$ cat src/rtl/irqc_pkg.sv
package irqc_pkg;
  localparam int WORD_W    = 32;
  localparam int PIN_FLD_W = 6;
  localparam int CTL_BIT   = 31;

  localparam int OFS_POL      = 0;
  localparam int OFS_TRIG     = 1;
  localparam int OFS_DUAL     = 2;
  localparam int OFS_INJECT   = 3;
  localparam int OFS_MASK_CLR = 4;
  localparam int OFS_MASK_SET = 5;
  localparam int OFS_MASK_RD  = 6;
  localparam int OFS_PEND_RD  = 7;
  localparam int OFS_ROUTE    = 8;

  typedef struct packed {
    logic                 en;
    logic [PIN_FLD_W-1:0] pin;
  } route_t;
endpackage

$ cat src/rtl/irqc_line.sv
module irqc_line (
  input  logic clk,
  input  logic rst_n,
  input  logic irq_i,
  input  logic pol_i,
  input  logic trig_i,
  input  logic dual_i,
  input  logic inj_set_i,
  input  logic inj_clr_i,
  output logic pend_o
);
  logic prev_q, edge_q, edge_d, edge_en;
  logic rise, fall, hit;

  always_comb begin
    rise = irq_i & ~prev_q;
    fall = ~irq_i & prev_q;
    if (!trig_i)     hit = 1'b0;
    else if (dual_i) hit = rise | fall;
    else             hit = pol_i ? rise : fall;
    // hardware edge dominates a simultaneous software clear
    edge_en = hit | inj_set_i | inj_clr_i;
    edge_d  = hit | inj_set_i | (edge_q & ~inj_clr_i);
    pend_o  = trig_i ? edge_q : ~(irq_i ^ pol_i);
  end

  always_ff @(posedge clk or negedge rst_n) begin
    if (!rst_n) begin
      prev_q <= 1'b0;
      edge_q <= 1'b0;
    end else begin
      prev_q <= irq_i;
      if (edge_en) edge_q <= edge_d;
    end
  end

  p_edge_hold_r3: assert property (@(posedge clk) disable iff (!rst_n)
    edge_q && !inj_clr_i |=> edge_q);
  p_rise_latch_r3: assert property (@(posedge clk) disable iff (!rst_n)
    trig_i && !dual_i && pol_i && irq_i && !prev_q |=> edge_q);
  p_dual_fall_r4: assert property (@(posedge clk) disable iff (!rst_n)
    trig_i && dual_i && !irq_i && prev_q |=> edge_q);
  p_inj_set_r5: assert property (@(posedge clk) disable iff (!rst_n)
    inj_set_i |=> edge_q);
  p_inj_clr_r5: assert property (@(posedge clk) disable iff (!rst_n)
    inj_clr_i && !trig_i |=> !edge_q);
endmodule

$ cat src/rtl/irqc_regs.sv
module irqc_regs
  import irqc_pkg::*;
#(
  parameter int NUM_LINES = 32,
  parameter int ADDR_W    = 8
) (
  input  logic                          clk,
  input  logic                          rst_n,
  input  logic                          wr_i,
  input  logic [ADDR_W-1:0]             addr_i,
  input  logic [WORD_W-1:0]             wdata_i,
  input  logic [NUM_LINES-1:0]          pend_i,
  output logic [NUM_LINES-1:0]          pol_o,
  output logic [NUM_LINES-1:0]          trig_o,
  output logic [NUM_LINES-1:0]          dual_o,
  output logic [NUM_LINES-1:0]          mask_o,
  output route_t [NUM_LINES-1:0]        route_o,
  output logic [NUM_LINES-1:0]          inj_set_o,
  output logic [NUM_LINES-1:0]          inj_clr_o,
  output logic [WORD_W-1:0]             rdata_o
);
  localparam int IDX_W = (NUM_LINES > 1) ? $clog2(NUM_LINES) : 1;

  logic we_pol, we_trig, we_dual, we_inj, we_set, we_clr, mask_en;
  logic [NUM_LINES-1:0] wbits, mask_d;
  logic [NUM_LINES-1:0] pol_q, trig_q, dual_q, mask_q;
  logic [IDX_W-1:0]     inj_idx;
  route_t [NUM_LINES-1:0] route_q;

  always_comb begin
    wbits   = wdata_i[NUM_LINES-1:0];
    we_pol  = wr_i && (addr_i == ADDR_W'(OFS_POL));
    we_trig = wr_i && (addr_i == ADDR_W'(OFS_TRIG));
    we_dual = wr_i && (addr_i == ADDR_W'(OFS_DUAL));
    we_inj  = wr_i && (addr_i == ADDR_W'(OFS_INJECT));
    we_set  = wr_i && (addr_i == ADDR_W'(OFS_MASK_SET));
    we_clr  = wr_i && (addr_i == ADDR_W'(OFS_MASK_CLR));
    mask_en = we_set | we_clr;
    mask_d  = (mask_q | (we_set ? wbits : '0)) & ~(we_clr ? wbits : '0);
    inj_idx = wdata_i[IDX_W-1:0];
    for (int i = 0; i < NUM_LINES; i++) begin
      inj_set_o[i] = we_inj && (inj_idx == IDX_W'(i)) &&  wdata_i[CTL_BIT];
      inj_clr_o[i] = we_inj && (inj_idx == IDX_W'(i)) && !wdata_i[CTL_BIT];
    end
  end

  always_ff @(posedge clk or negedge rst_n) begin
    if (!rst_n) begin
      pol_q  <= '0;
      trig_q <= '0;
      dual_q <= '0;
      mask_q <= '0;
    end else begin
      if (we_pol)  pol_q  <= wbits;
      if (we_trig) trig_q <= wbits;
      if (we_dual) dual_q <= wbits;
      if (mask_en) mask_q <= mask_d;
    end
  end

  for (genvar g = 0; g < NUM_LINES; g++) begin : g_route
    logic   we_r;
    route_t route_d;
    always_comb begin
      we_r        = wr_i && (addr_i == ADDR_W'(OFS_ROUTE + g));
      route_d.en  = wdata_i[CTL_BIT];
      route_d.pin = wdata_i[PIN_FLD_W-1:0];
    end
    always_ff @(posedge clk or negedge rst_n) begin
      if (!rst_n)    route_q[g] <= '0;
      else if (we_r) route_q[g] <= route_d;
    end
  end

  always_comb begin
    rdata_o = '0;
    case (addr_i)
      ADDR_W'(OFS_POL):     rdata_o = WORD_W'(pol_q);
      ADDR_W'(OFS_TRIG):    rdata_o = WORD_W'(trig_q);
      ADDR_W'(OFS_DUAL):    rdata_o = WORD_W'(dual_q);
      ADDR_W'(OFS_MASK_RD): rdata_o = WORD_W'(mask_q);
      ADDR_W'(OFS_PEND_RD): rdata_o = WORD_W'(pend_i);
      default: begin
        for (int i = 0; i < NUM_LINES; i++)
          if (addr_i == ADDR_W'(OFS_ROUTE + i))
            rdata_o = {route_q[i].en, {(WORD_W-1-PIN_FLD_W){1'b0}}, route_q[i].pin};
      end
    endcase
  end

  assign pol_o   = pol_q;
  assign trig_o  = trig_q;
  assign dual_o  = dual_q;
  assign mask_o  = mask_q;
  assign route_o = route_q;

  p_mask_set_r6: assert property (@(posedge clk) disable iff (!rst_n)
    we_set |=> ((mask_q & $past(wbits)) == $past(wbits)));
  p_mask_clr_r6: assert property (@(posedge clk) disable iff (!rst_n)
    we_clr |=> ((mask_q & $past(wbits)) == '0));
  p_mask_hold_r9: assert property (@(posedge clk) disable iff (!rst_n)
    !we_set && !we_clr |=> $stable(mask_q));
endmodule

$ cat src/rtl/irqc_router.sv
module irqc_router
  import irqc_pkg::*;
#(
  parameter int NUM_LINES = 32,
  parameter int NUM_PINS  = 6,
  parameter int VEC_W     = 3
) (
  input  logic                   clk,
  input  logic                   rst_n,
  input  logic [NUM_LINES-1:0]   act_i,
  input  route_t [NUM_LINES-1:0] route_i,
  output logic [NUM_PINS-1:0]    pin_o,
  output logic [VEC_W-1:0]       vec_o
);
  logic [NUM_PINS-1:0] pin_d, pin_q;
  logic [VEC_W-1:0]    vec_d, vec_q;

  always_comb begin
    pin_d = '0;
    for (int i = 0; i < NUM_LINES; i++)
      for (int p = 0; p < NUM_PINS; p++)
        if (act_i[i] && route_i[i].en && (route_i[i].pin == PIN_FLD_W'(p)))
          pin_d[p] = 1'b1;
    vec_d = '0;
    for (int p = NUM_PINS - 1; p >= 0; p--)
      if (pin_d[p]) vec_d = VEC_W'(p + 1);
  end

  always_ff @(posedge clk or negedge rst_n) begin
    if (!rst_n) begin
      pin_q <= '0;
      vec_q <= '0;
    end else begin
      pin_q <= pin_d;
      vec_q <= vec_d;
    end
  end

  assign pin_o = pin_q;
  assign vec_o = vec_q;

  p_vec_idle_r8: assert property (@(posedge clk) disable iff (!rst_n)
    (pin_q == '0) |-> (vec_q == '0));
  p_vec_range_r8: assert property (@(posedge clk) disable iff (!rst_n)
    (pin_q != '0) |-> (vec_q != '0) && (int'(vec_q) <= NUM_PINS));
  p_pin_source_r7: assert property (@(posedge clk) disable iff (!rst_n)
    (pin_q != '0) |-> $past(act_i != '0));
endmodule

$ cat src/rtl/irq_src_conditioner.sv
module irq_src_conditioner
  import irqc_pkg::*;
#(
  parameter int NUM_LINES = 32,
  parameter int NUM_PINS  = 6,
  parameter int ADDR_W    = 8,
  parameter int VEC_W     = $clog2(NUM_PINS + 1)
) (
  input  logic                 clk,
  input  logic                 rst_n,
  input  logic [NUM_LINES-1:0] irq_in,
  input  logic                 bus_wr,
  input  logic [ADDR_W-1:0]    bus_addr,
  input  logic [31:0]          bus_wdata,
  output logic [31:0]          bus_rdata,
  output logic [NUM_PINS-1:0]  cpu_pin,
  output logic [VEC_W-1:0]     cpu_vec
);
  logic rst_s1_q, rst_s2_q;
  logic [NUM_LINES-1:0] pol, trig, dual, mask, inj_set, inj_clr, pend, active;
  route_t [NUM_LINES-1:0] route;

  always_ff @(posedge clk or negedge rst_n) begin
    if (!rst_n) begin
      rst_s1_q <= 1'b0;
      rst_s2_q <= 1'b0;
    end else begin
      rst_s1_q <= 1'b1;
      rst_s2_q <= rst_s1_q;
    end
  end

  irqc_regs #(.NUM_LINES(NUM_LINES), .ADDR_W(ADDR_W)) u_regs (
    .clk(clk), .rst_n(rst_s2_q), .wr_i(bus_wr), .addr_i(bus_addr),
    .wdata_i(bus_wdata), .pend_i(pend), .pol_o(pol), .trig_o(trig),
    .dual_o(dual), .mask_o(mask), .route_o(route), .inj_set_o(inj_set),
    .inj_clr_o(inj_clr), .rdata_o(bus_rdata)
  );

  for (genvar g = 0; g < NUM_LINES; g++) begin : g_line
    irqc_line u_line (
      .clk(clk), .rst_n(rst_s2_q), .irq_i(irq_in[g]), .pol_i(pol[g]),
      .trig_i(trig[g]), .dual_i(dual[g]), .inj_set_i(inj_set[g]),
      .inj_clr_i(inj_clr[g]), .pend_o(pend[g])
    );
  end

  assign active = pend & mask;

  irqc_router #(.NUM_LINES(NUM_LINES), .NUM_PINS(NUM_PINS), .VEC_W(VEC_W)) u_router (
    .clk(clk), .rst_n(rst_s2_q), .act_i(active), .route_i(route),
    .pin_o(cpu_pin), .vec_o(cpu_vec)
  );

  p_masked_quiet_r6: assert property (@(posedge clk) disable iff (!rst_s2_q)
    (mask == '0) |=> (cpu_pin == '0));
endmodule

$ cat config.mk
export PLATFORM = sky130hd
export DESIGN_NAME = irq_src_conditioner
export DESIGN_NICKNAME = d
export VERILOG_FILES = /design/src/rtl/irqc_pkg.sv /design/src/rtl/irqc_line.sv /design/src/rtl/irqc_regs.sv /design/src/rtl/irqc_router.sv /design/src/rtl/irq_src_conditioner.sv
export SDC_FILE = /design/constraint.sdc
export NUM_CORES = 1
export LEC_CHECK = 0
export ABC_AREA = 0
export CAP_MARGIN = 20
export CORE_AREA = 3 3 211 213
export DETAILED_ROUTE_END_ITERATION = 7
export DIE_AREA = 0 0 214 216
export DONT_BUFFER_PORTS = 1
export PLACE_DENSITY = 0.72
export SKIP_LAST_GASP = 1
export SLEW_MARGIN = 5
export SYNTH_ARGS = -nofsm -noshare
export SYNTH_HDL_FRONTEND = slang
export SYNTH_SLANG_ARGS = --single-unit
$ cat constraint.sdc
create_clock -name clk -period 28.1 [get_ports clk]
set_input_delay 7.025 -clock clk [delete_from_list [all_inputs] [get_ports clk]]
set_output_delay 7.025 -clock clk [all_outputs]
set_load 0.02 [all_outputs]
### Word level (Yosys, flattened, before mapping)

Cells that the tools add are included.
Widths: inputs -> output; s select.

* equal/unequal tests: 230
* reductions and logical operators: 393
* bitwise logic cells: 389
* mux-type cells: 361

Operators with widths (count)
* $mux 32: 34
* $eq 6x2->1 const B: 64
* $eq 6x3->1 const B: 64
* $logic_and 1x1->1: 358
* $mux 1: 320
* $eq 6x1->1 const B: 32
* $logic_not 6->1: 32
* $pmux 32 s5: 1
* $or 1x1->1: 129
* $eq 8x5->1 const B: 16
* $not 1->1: 128
* $and 1x1->1: 96
* $eq 5x5->1 const B: 16
* $and 32x32->32: 2
* $eq 8x4->1 const B: 8
* $eq 8x6->1 const B: 8
* $eq 5x4->1 const B: 8
* $eq 8x3->1 const B: 4
* $not 32->32: 1
* $or 32x32->32: 1
* $xor 1x1->1: 32
* $eq 5x3->1 const B: 4
* $mux 3: 6
* $eq 8x2->1 const B: 2
* other kinds (6): 7

* register bits after elaboration: 427
* word-level logic and storage cells: 1509
* output and inout port bits: 41

### Longest topological paths before layout

Gate-level depths: netlist of run 1.

* depth in word-level cells: 44
* gate-level depth with buffers: 12
* gate-level depth less buffers: 9

### Modules after synthesis

From an unflattened synthesis of run 1, not the netlist that was laid out.

* cell total of the unflattened synthesis: 2436
* area total of the unflattened synthesis: 25411.9 sq um

Modules (own cells, without submodules)
* irqc_regs: seq. area each 8808.4 sq um, instances 1, area an instance 17480.5 sq um, cells each 1494
* irqc_line: seq. area each 50.0 sq um, instances 32, area an instance 143.9 sq um, cells each 15
* irqc_router: seq. area each 225.2 sq um, instances 1, area an instance 3072.9 sq um, cells each 427
* irq_src_conditioner: seq. area each 50.0 sq um, instances 1, area an instance 254.0 sq um, cells each 35

### Worst setup path before layout of run 1

OpenSTA, ideal clock, no wires.

* path kind: input to output
* start: input port bus_addr[2]
* end: output port bus_rdata[3]
* arrival: 9.357 ns
* path buffers: 3
* required time: 21.075 ns
* slack: 11.718 ns
* cell stages on the path: 11
* cell sequence: clkbuf_1 -> buf_2 -> buf_2 -> nand2_1 -> o22ai_1 -> a22oi_1 -> a221oi_1 -> o22ai_1 -> a31oi_1 -> nor4_1 -> o41ai_1

* longest elaborated chain between the ends: 34
* elaborated cells between the ends (all ways): 70
* those cells by class: eq/ne (36); mux (33); reduce/logical (1)

RTL lines
* start, declared: line irq_src_conditioner.sv:13 `input logic [ADDR_W-1:0] bus_addr,`
* $eq 8x4->1: line irqc_regs.sv:85 `if (addr_i == ADDR_W'(OFS_ROUTE + i))`
* $mux 32 (32 in a row): line irqc_regs.sv:85
* $pmux 32 s5 *: line irqc_regs.sv:77 `case (addr_i)`
* end, declared: line irq_src_conditioner.sv:15 `output logic [31:0] bus_rdata,`

Mark *: on every way between the ends. The rest lies on a longest branch, timed or not.

### Worst setup path after layout of run 1

* start: input port bus_addr[5]
* end: output port bus_rdata[3]

Same word-level chain as after synthesis.

==> results of run 1 <==
[where the power goes]
part / total, uW / switching [uW] / internal, uW
clock: 613 / 260 / 353
combinational: 131 / 75.5 / 55.3
sequential: 712 / 56.0 / 656
total: 1460 / 391 / 1060
[path summary, 6_finish.rpt]
kind | from | end | slack (ns) | depth (start not counted)
min in group clk | rst_s1_q$_DFF_PN0_ | rst_s2_q$_DFF_PN0_ | 0.36 | 0
hold / removal | rst_s2_q$_DFF_PN0_ | u_regs.route_o[34]$_DFFE_PN0P_ | 0.33 | 0
hold reg to reg | rst_s2_q$_DFF_PN0_ | u_regs.route_o[34]$_DFFE_PN0P_ | 0.33 | 0
setup reg to reg | u_regs.pol_o[10]$_DFFE_PN0P_ | u_router.vec_o[2]$_DFF_PN0_ | 24.43 | 8
max in group asynchronous | rst_n | rst_s2_q$_DFF_PN0_ | 21.92 | 0
setup / recovery | bus_addr[5] | bus_rdata[3] | 10.66 | 7
[sequential cells by signal (all words and copies together) (netlist names)]
register	cells
u_regs.mask_o	32
u_regs.pol_o	32
u_router.vec_o	3
u_regs.dual_o	32
u_router.pin_o	6
g_line.u_line.prev_q	32
rst_s2_q	1
rst_s1_q	1
u_regs.trig_o	32
g_line.u_line.edge_q	32
u_regs.route_o	224
[critical path, stage by stage]
cell      delay, ns
or4b_1         0.84
nor3_1         0.99
a222oi_1       0.29
nand3_1        0.15
nor4_1         0.10
o41ai_1        0.75
buf_4          0.27
[final cells by class]
type                    instances  area [um2]
fillers                      3477       16350
multi-input cells            1722       12880
flip-flops and latches        427       10690
clock buffers                  64        1259
well taps                     585       732.0
inverters                     117       439.2
repair buffers                 35       274.0
clock inverters                18       259.0
diodes                          1       2.502
[routing by layer]
metal	wire, um	part of all wire
met1	36030	0.37
met2	43460	0.44
met3	11530	0.12
met4	7287	0.074
met5	27	0.00027
[synthesized netlist by cell type (4+ instances only)]
cell type / n / area share
a2111oi_0: 21 / 0.0076
a211oi_1: 8 / 0.0025
a21o_1: 6 / 0.0018
a21oi_1: 114 / 0.023
a221o_1: 26 / 0.011
a221oi_1: 18 / 0.0065
a222oi_1: 5 / 0.0021
a22o_1: 5 / 0.0018
a22oi_1: 36 / 0.011
a31oi_1: 12 / 0.0031
a32oi_1: 16 / 0.0058
and2_1: 4 / 0.0010
buf_1: 14 / 0.0022
buf_2: 13 / 0.0027
clkbuf_1: 78 / 0.012
dfrtp_1: 427 / 0.44
ha_1: 64 / 0.033
inv_1: 115 / 0.018
mux2_2: 356 / 0.16
mux2i_1: 39 / 0.016
mux2i_2: 4 / 0.0023
mux2i_4: 7 / 0.0065
mux4_2: 6 / 0.0055
nand2_1: 209 / 0.032
nand2b_1: 21 / 0.0054
nand3_1: 73 / 0.015
nand3b_1: 8 / 0.0025
nand4_1: 26 / 0.0067
nor2_1: 135 / 0.021
nor2b_1: 19 / 0.0049
nor3_1: 81 / 0.017
nor4_1: 86 / 0.022
nor4b_1: 34 / 0.012
o2111ai_1: 4 / 0.0014
o211ai_1: 44 / 0.014
o21a_1: 5 / 0.0015
o21ai_0: 90 / 0.018
o221ai_1: 11 / 0.0040
o22ai_1: 18 / 0.0046
o32ai_1: 5 / 0.0018
or2_2: 14 / 0.0036
or3_1: 7 / 0.0018
or4_1: 5 / 0.0015
xnor2_1: 31 / 0.011
[logic make-up after synthesis]
| family | after synthesis | synth area share |
|---|---|---|
| AND/OR/NAND/NOR | 748 | 0.1570 |
| AO/OA/AOI/OAI | 465 | 0.1301 |
| flip-flops | 427 | 0.4386 |
| multiplexers | 412 | 0.1949 |
| buffers and inverters | 222 | 0.03487 |
| adder cells (fa/ha/maj) | 64 | 0.03287 |
| XOR/XNOR | 32 | 0.01150 |
| other | 1 | 0.0001539 |
[stage by stage]
step / std cells / utilization
finish: 2969 / 0.6187
global route: 2968 / 0.6187
CTS: 2962 / 0.6173
detailed placement: 2880 / 0.5819
global placement: 2878 / 0.5816
floorplan: 2371 / -
[cells in the final DEF (no fill, tap or decap), types with 8 or more instances in the layout]
master,Yosys,routed
xnor2_1,31,31
o221ai_1,11,11
nor4_1,86,86
nand2b_1,21,21
o211ai_1,44,44
dfrtp_1,427,426
nand3b_1,8,8
clkbuf_1,78,14
mux2_2,356,356
buf_4,0,28
mux2i_1,39,39
a32oi_1,16,16
nor3_1,81,80
nor2_1,135,129
inv_1,115,115
a211oi_1,8,8
a221oi_1,18,18
ha_1,64,64
o22ai_1,18,18
nor4b_1,34,33
a21oi_1,114,114
nand3_1,73,73
a2111oi_0,21,21
nand4_1,26,26
o21ai_0,90,90
clkbuf_16,0,46
a22oi_1,36,36
or2_2,14,14
a221o_1,26,26
a31oi_1,12,12
nand2_1,209,206
nor2b_1,19,19
==> flow_summary.toml, run 1 <==
[status]
status = "finished, final reports clean"

[cells_and_area]
post-route-cell-area_um2 = 26530
nNetsFinal = 2488
syn_to_final_growth_pct = 8.921
drive_gt1_frac = 0.2157

[sta]
fin_crit_ns = 17.44
slew_headroom = 0.2272
setup_viol = 0
finalHoldWorstSlack_ns = 0.3338
setup_ws_ns = 10.66
final_max_slew_viol_count = 0
fin_tns_setup_ns = 0
skew_ns = 0.03679
finalHoldViolCount = 0
fin_crit_sh = 0.6205
rsz0062_at_grt = "false"
fmax_ghz = 0.05735
worst_pin_slew_ns = 1.143

[grt]
overflow = 0
met2_usage = 0.6543
grt_pass1_wl_um = 143500
grt_use_total = 0.4221
grt_max_degree = 85
grt_pass1_vias = 21000
grt_use_met1 = 0.5302
busiest_layer = "met2"
antenna_found_initial = 6
use_met3 = 0.1215

[worst_setup_path]
cp.required_ns = 21.08
worstPathMaxFanout = 15
path_class = "in2out"
cp-end-kind = "primary output"
cp.arrival_ns = 10.41
cp-start-kind = "primary input"

[pwr]
fin_total_pwr_uw = 1456
vdd_drop_max_uv = 59.83
p_per_area_nw_per_um2 = 54.87
p_leak_uw = 0.01174

[route]
drt_iter0_drc = 2841
drcViolationCount = 0
vias = 21240
wire_per_inst_um = 33.12
via_per_inst = 7.153
ant_nets = 0
finalWirelength_um = 98350
first_pass_iters = 6

[placement]
hpwlAfterDp_um = 72540
placed_cell_area_um2 = 24960
place_ws_ns = 10.91
port-buffer-count = 0
gp_congestion = 1.123

[clock_network]
clock_latency_ns = 0.60
hold_buffers = 0
clk_pin_slew_worst_paths_ns = 0.06
clock-sinks = 427
cts_tree = "done"
cts_root_buf = "clkbuf_16"
htreeDepth = 2
cts_resized = 0
cts_setup_buffers = 0
numCtsBuffers = 46
cts.path.max_buffers = 3

[synth]
synth-seq-cells = 427
ys_dominant_reg_cell = "dfrtp_1"
syn_area_um2 = 24360
ys_seq_area_frac = 0.4386
syn_avg_cell_area_um2 = 10.27
synth.distinct_cells = 73
synth_cells = 2371
synth_edf_count = 0
syn-num-nets = 2510
synthArstFlopShare = 1.000
yosys_warnings = 0

[worst_hold_path]
hp-class = "reg2async"

[floorplan]
die_height_um = 216
core_um2 = 42890
rows = 76
initial_core_util = 0.5680
ios = 116
die_area_um2 = 46220
die_x_um = 214

[run]
max-cap-violations = 0
No activity file was read; power rests on OpenSTA's default activity.
==> run 2, diff against run 1 <==
Clock period 28.1 ns to 17.6 ns, I/O delays scaled along.
==> flow_summary.toml, run 2 (synthesized netlist as in run 1, its figures left out) <==
[worst_setup_path]
cp.required_ns = 13.20
worst-path-buf-inv = 1
worstPathMaxFanout = 15
cp-end-kind = "primary output"
crit_path_top_delay_cell = "or4b_1"
path_class = "in2out"
cp.arrival_ns = 7.42
cp_top_family = "simple AND/OR/NAND/NOR gates"
worstSetupPathDepth = 7
crit_chain = "or4b_1 -> nor3_1 -> a222oi_1 -> nand3_1 -> nor4_1 -> o41ai_1 -> buf_4"
cp-start-kind = "primary input"
ff2ff_path_depth = 9
max_stage_delay_ns = 0.85

[grt]
grt_pass1_vias = 21700
grt_pass1_wl_um = 151200
antenna_found_initial = 3
overflow = 0
grt_max_degree = 78
grt_use_total = 0.4485

[sta]
final_max_slew_viol_count = 0
setup_ws_ns = 5.777
setup_viol = 0
rsz0062_at_grt = "false"
fin_tns_setup_ns = 0
worst_pin_slew_ns = 1.224
fin_crit_ns = 11.82
finalHoldViolCount = 0
fmax_ghz = 0.08458
fin_crit_sh = 0.6717
slew_headroom = 0.1837
skew_ns = 0.03001

[floorplan]
die_area_um2 = 46220
die_x_um = 214
die_height_um = 216
initial_core_util = 0.5680
rows = 76
core_um2 = 42890
ios = 116

[cells_and_area]
largest_reg_flops = 224
layout_commonest_cell = "dfrtp_1"
layout_common_cells = "426 x dfrtp_1, 356 x mux2_2, 206 x nand2_1"
nNetsFinal = 2488
drive_gt1_frac = 0.2175
syn_to_final_growth_pct = 9.055

[worst_hold_path]
min_delay_path_depth = 0
hp-class = "reg2reg"

[pwr]
vdd_drop_max_uv = 88.45
fin_total_pwr_uw = 2356
p_leak_uw = 0.01177
p_per_area_nw_per_um2 = 88.69

[clock_network]
cts_root_buf = "clkbuf_16"
numCtsBuffers = 46
clk_pin_slew_worst_paths_ns = 0.06
clock_latency_ns = 0.60
cts_tree = "done"
cts_setup_buffers = 0
htreeDepth = 2
hold_buffers = 0
cts.path.max_buffers = 3
cts_resized = 0
clock-sinks = 427

[placement]
port-buffer-count = 0
hpwlAfterDp_um = 77460
gp_congestion = 1.087
place_ws_ns = 5.848

[route]
first_pass_iters = 7
vias = 21670
ant_nets = 0
wire_per_inst_um = 35.25
via_per_inst = 7.301
finalWirelength_um = 104600
drcViolationCount = 0
drt_iter0_drc = 3025

[run]
max-cap-violations = 0

[status]
status = "finished, final reports clean"
==> run 2: area by class of cell <==
class | instances | area, um2
multi-input combinational | 1722 | 12890
timing repair buffer | 35 | 275.3
clock inverter | 17 | 235.2
tap | 585 | 732.0
sequential | 427 | 10690
fill | 3336 | 16320
antenna | 1 | 2.502
inverter | 117 | 439.2
clock buffer | 64 | 1300
==> run 2: worst paths after layout <==
| check | startpoint | slack [ns] | end |
|---|---|---|---|
| worst max register to register | u_regs.pol_o[11]$_DFFE_PN0P_ | 13.87 | u_router.vec_o[0]$_DFF_PN0_ |
| worst min-delay path | rst_s1_q$_DFF_PN0_ | 0.36 | rst_s2_q$_DFF_PN0_ |
| min in group asynchronous | rst_s2_q$_DFF_PN0_ | 0.45 | u_regs.route_o[156]$_DFFE_PN0P_ |
| worst max-delay path | bus_addr[5] | 5.78 | bus_rdata[3] |
| max in group asynchronous | rst_n | 14.03 | rst_s2_q$_DFF_PN0_ |
| worst min register to register | rst_s1_q$_DFF_PN0_ | 0.36 | rst_s2_q$_DFF_PN0_ |
==> run 2: layer usage <==
metal / routed length (um) / part of all wire / up-vias / GRT usage
met1: 36820 / 0.35 / 10710 / 0.5359
met4: 8927 / 0.085 / 0 / 0.2990
met2: 46450 / 0.44 / 1675 / 0.7062
li1: - / - / 8830 / -
met5: 0 / 0 / - / 0
met3: 12420 / 0.12 / 451 / 0.1331
==> run 2: report_power, final <==
part	switching, uW	leakage (uW)	internal, uW
logic	126	0.00523	88.7
registers	95.2	0.00578	1050
clock network	410	0.000756	590
total	631	0.0118	1730
==> run 2: stage by stage <==
| step | area (um2) | hold WS (ns) | instances | util |
|---|---|---|---|---|
| 2_1_floorplan | 24360 | 0.3312 | 2371 | - |
| 3_3_place_gp | 24960 | 0.3396 | 2879 | 0.5820 |
| 3_5_place_dp | 24990 | 0.3503 | 2882 | 0.5827 |
| 4_1_cts | 26520 | 0.3639 | 2963 | 0.6185 |
| 5_1_grt | 26560 | 0.3725 | 2967 | 0.6194 |
| 6_report | 26570 | 0.3563 | 2968 | 0.6195 |
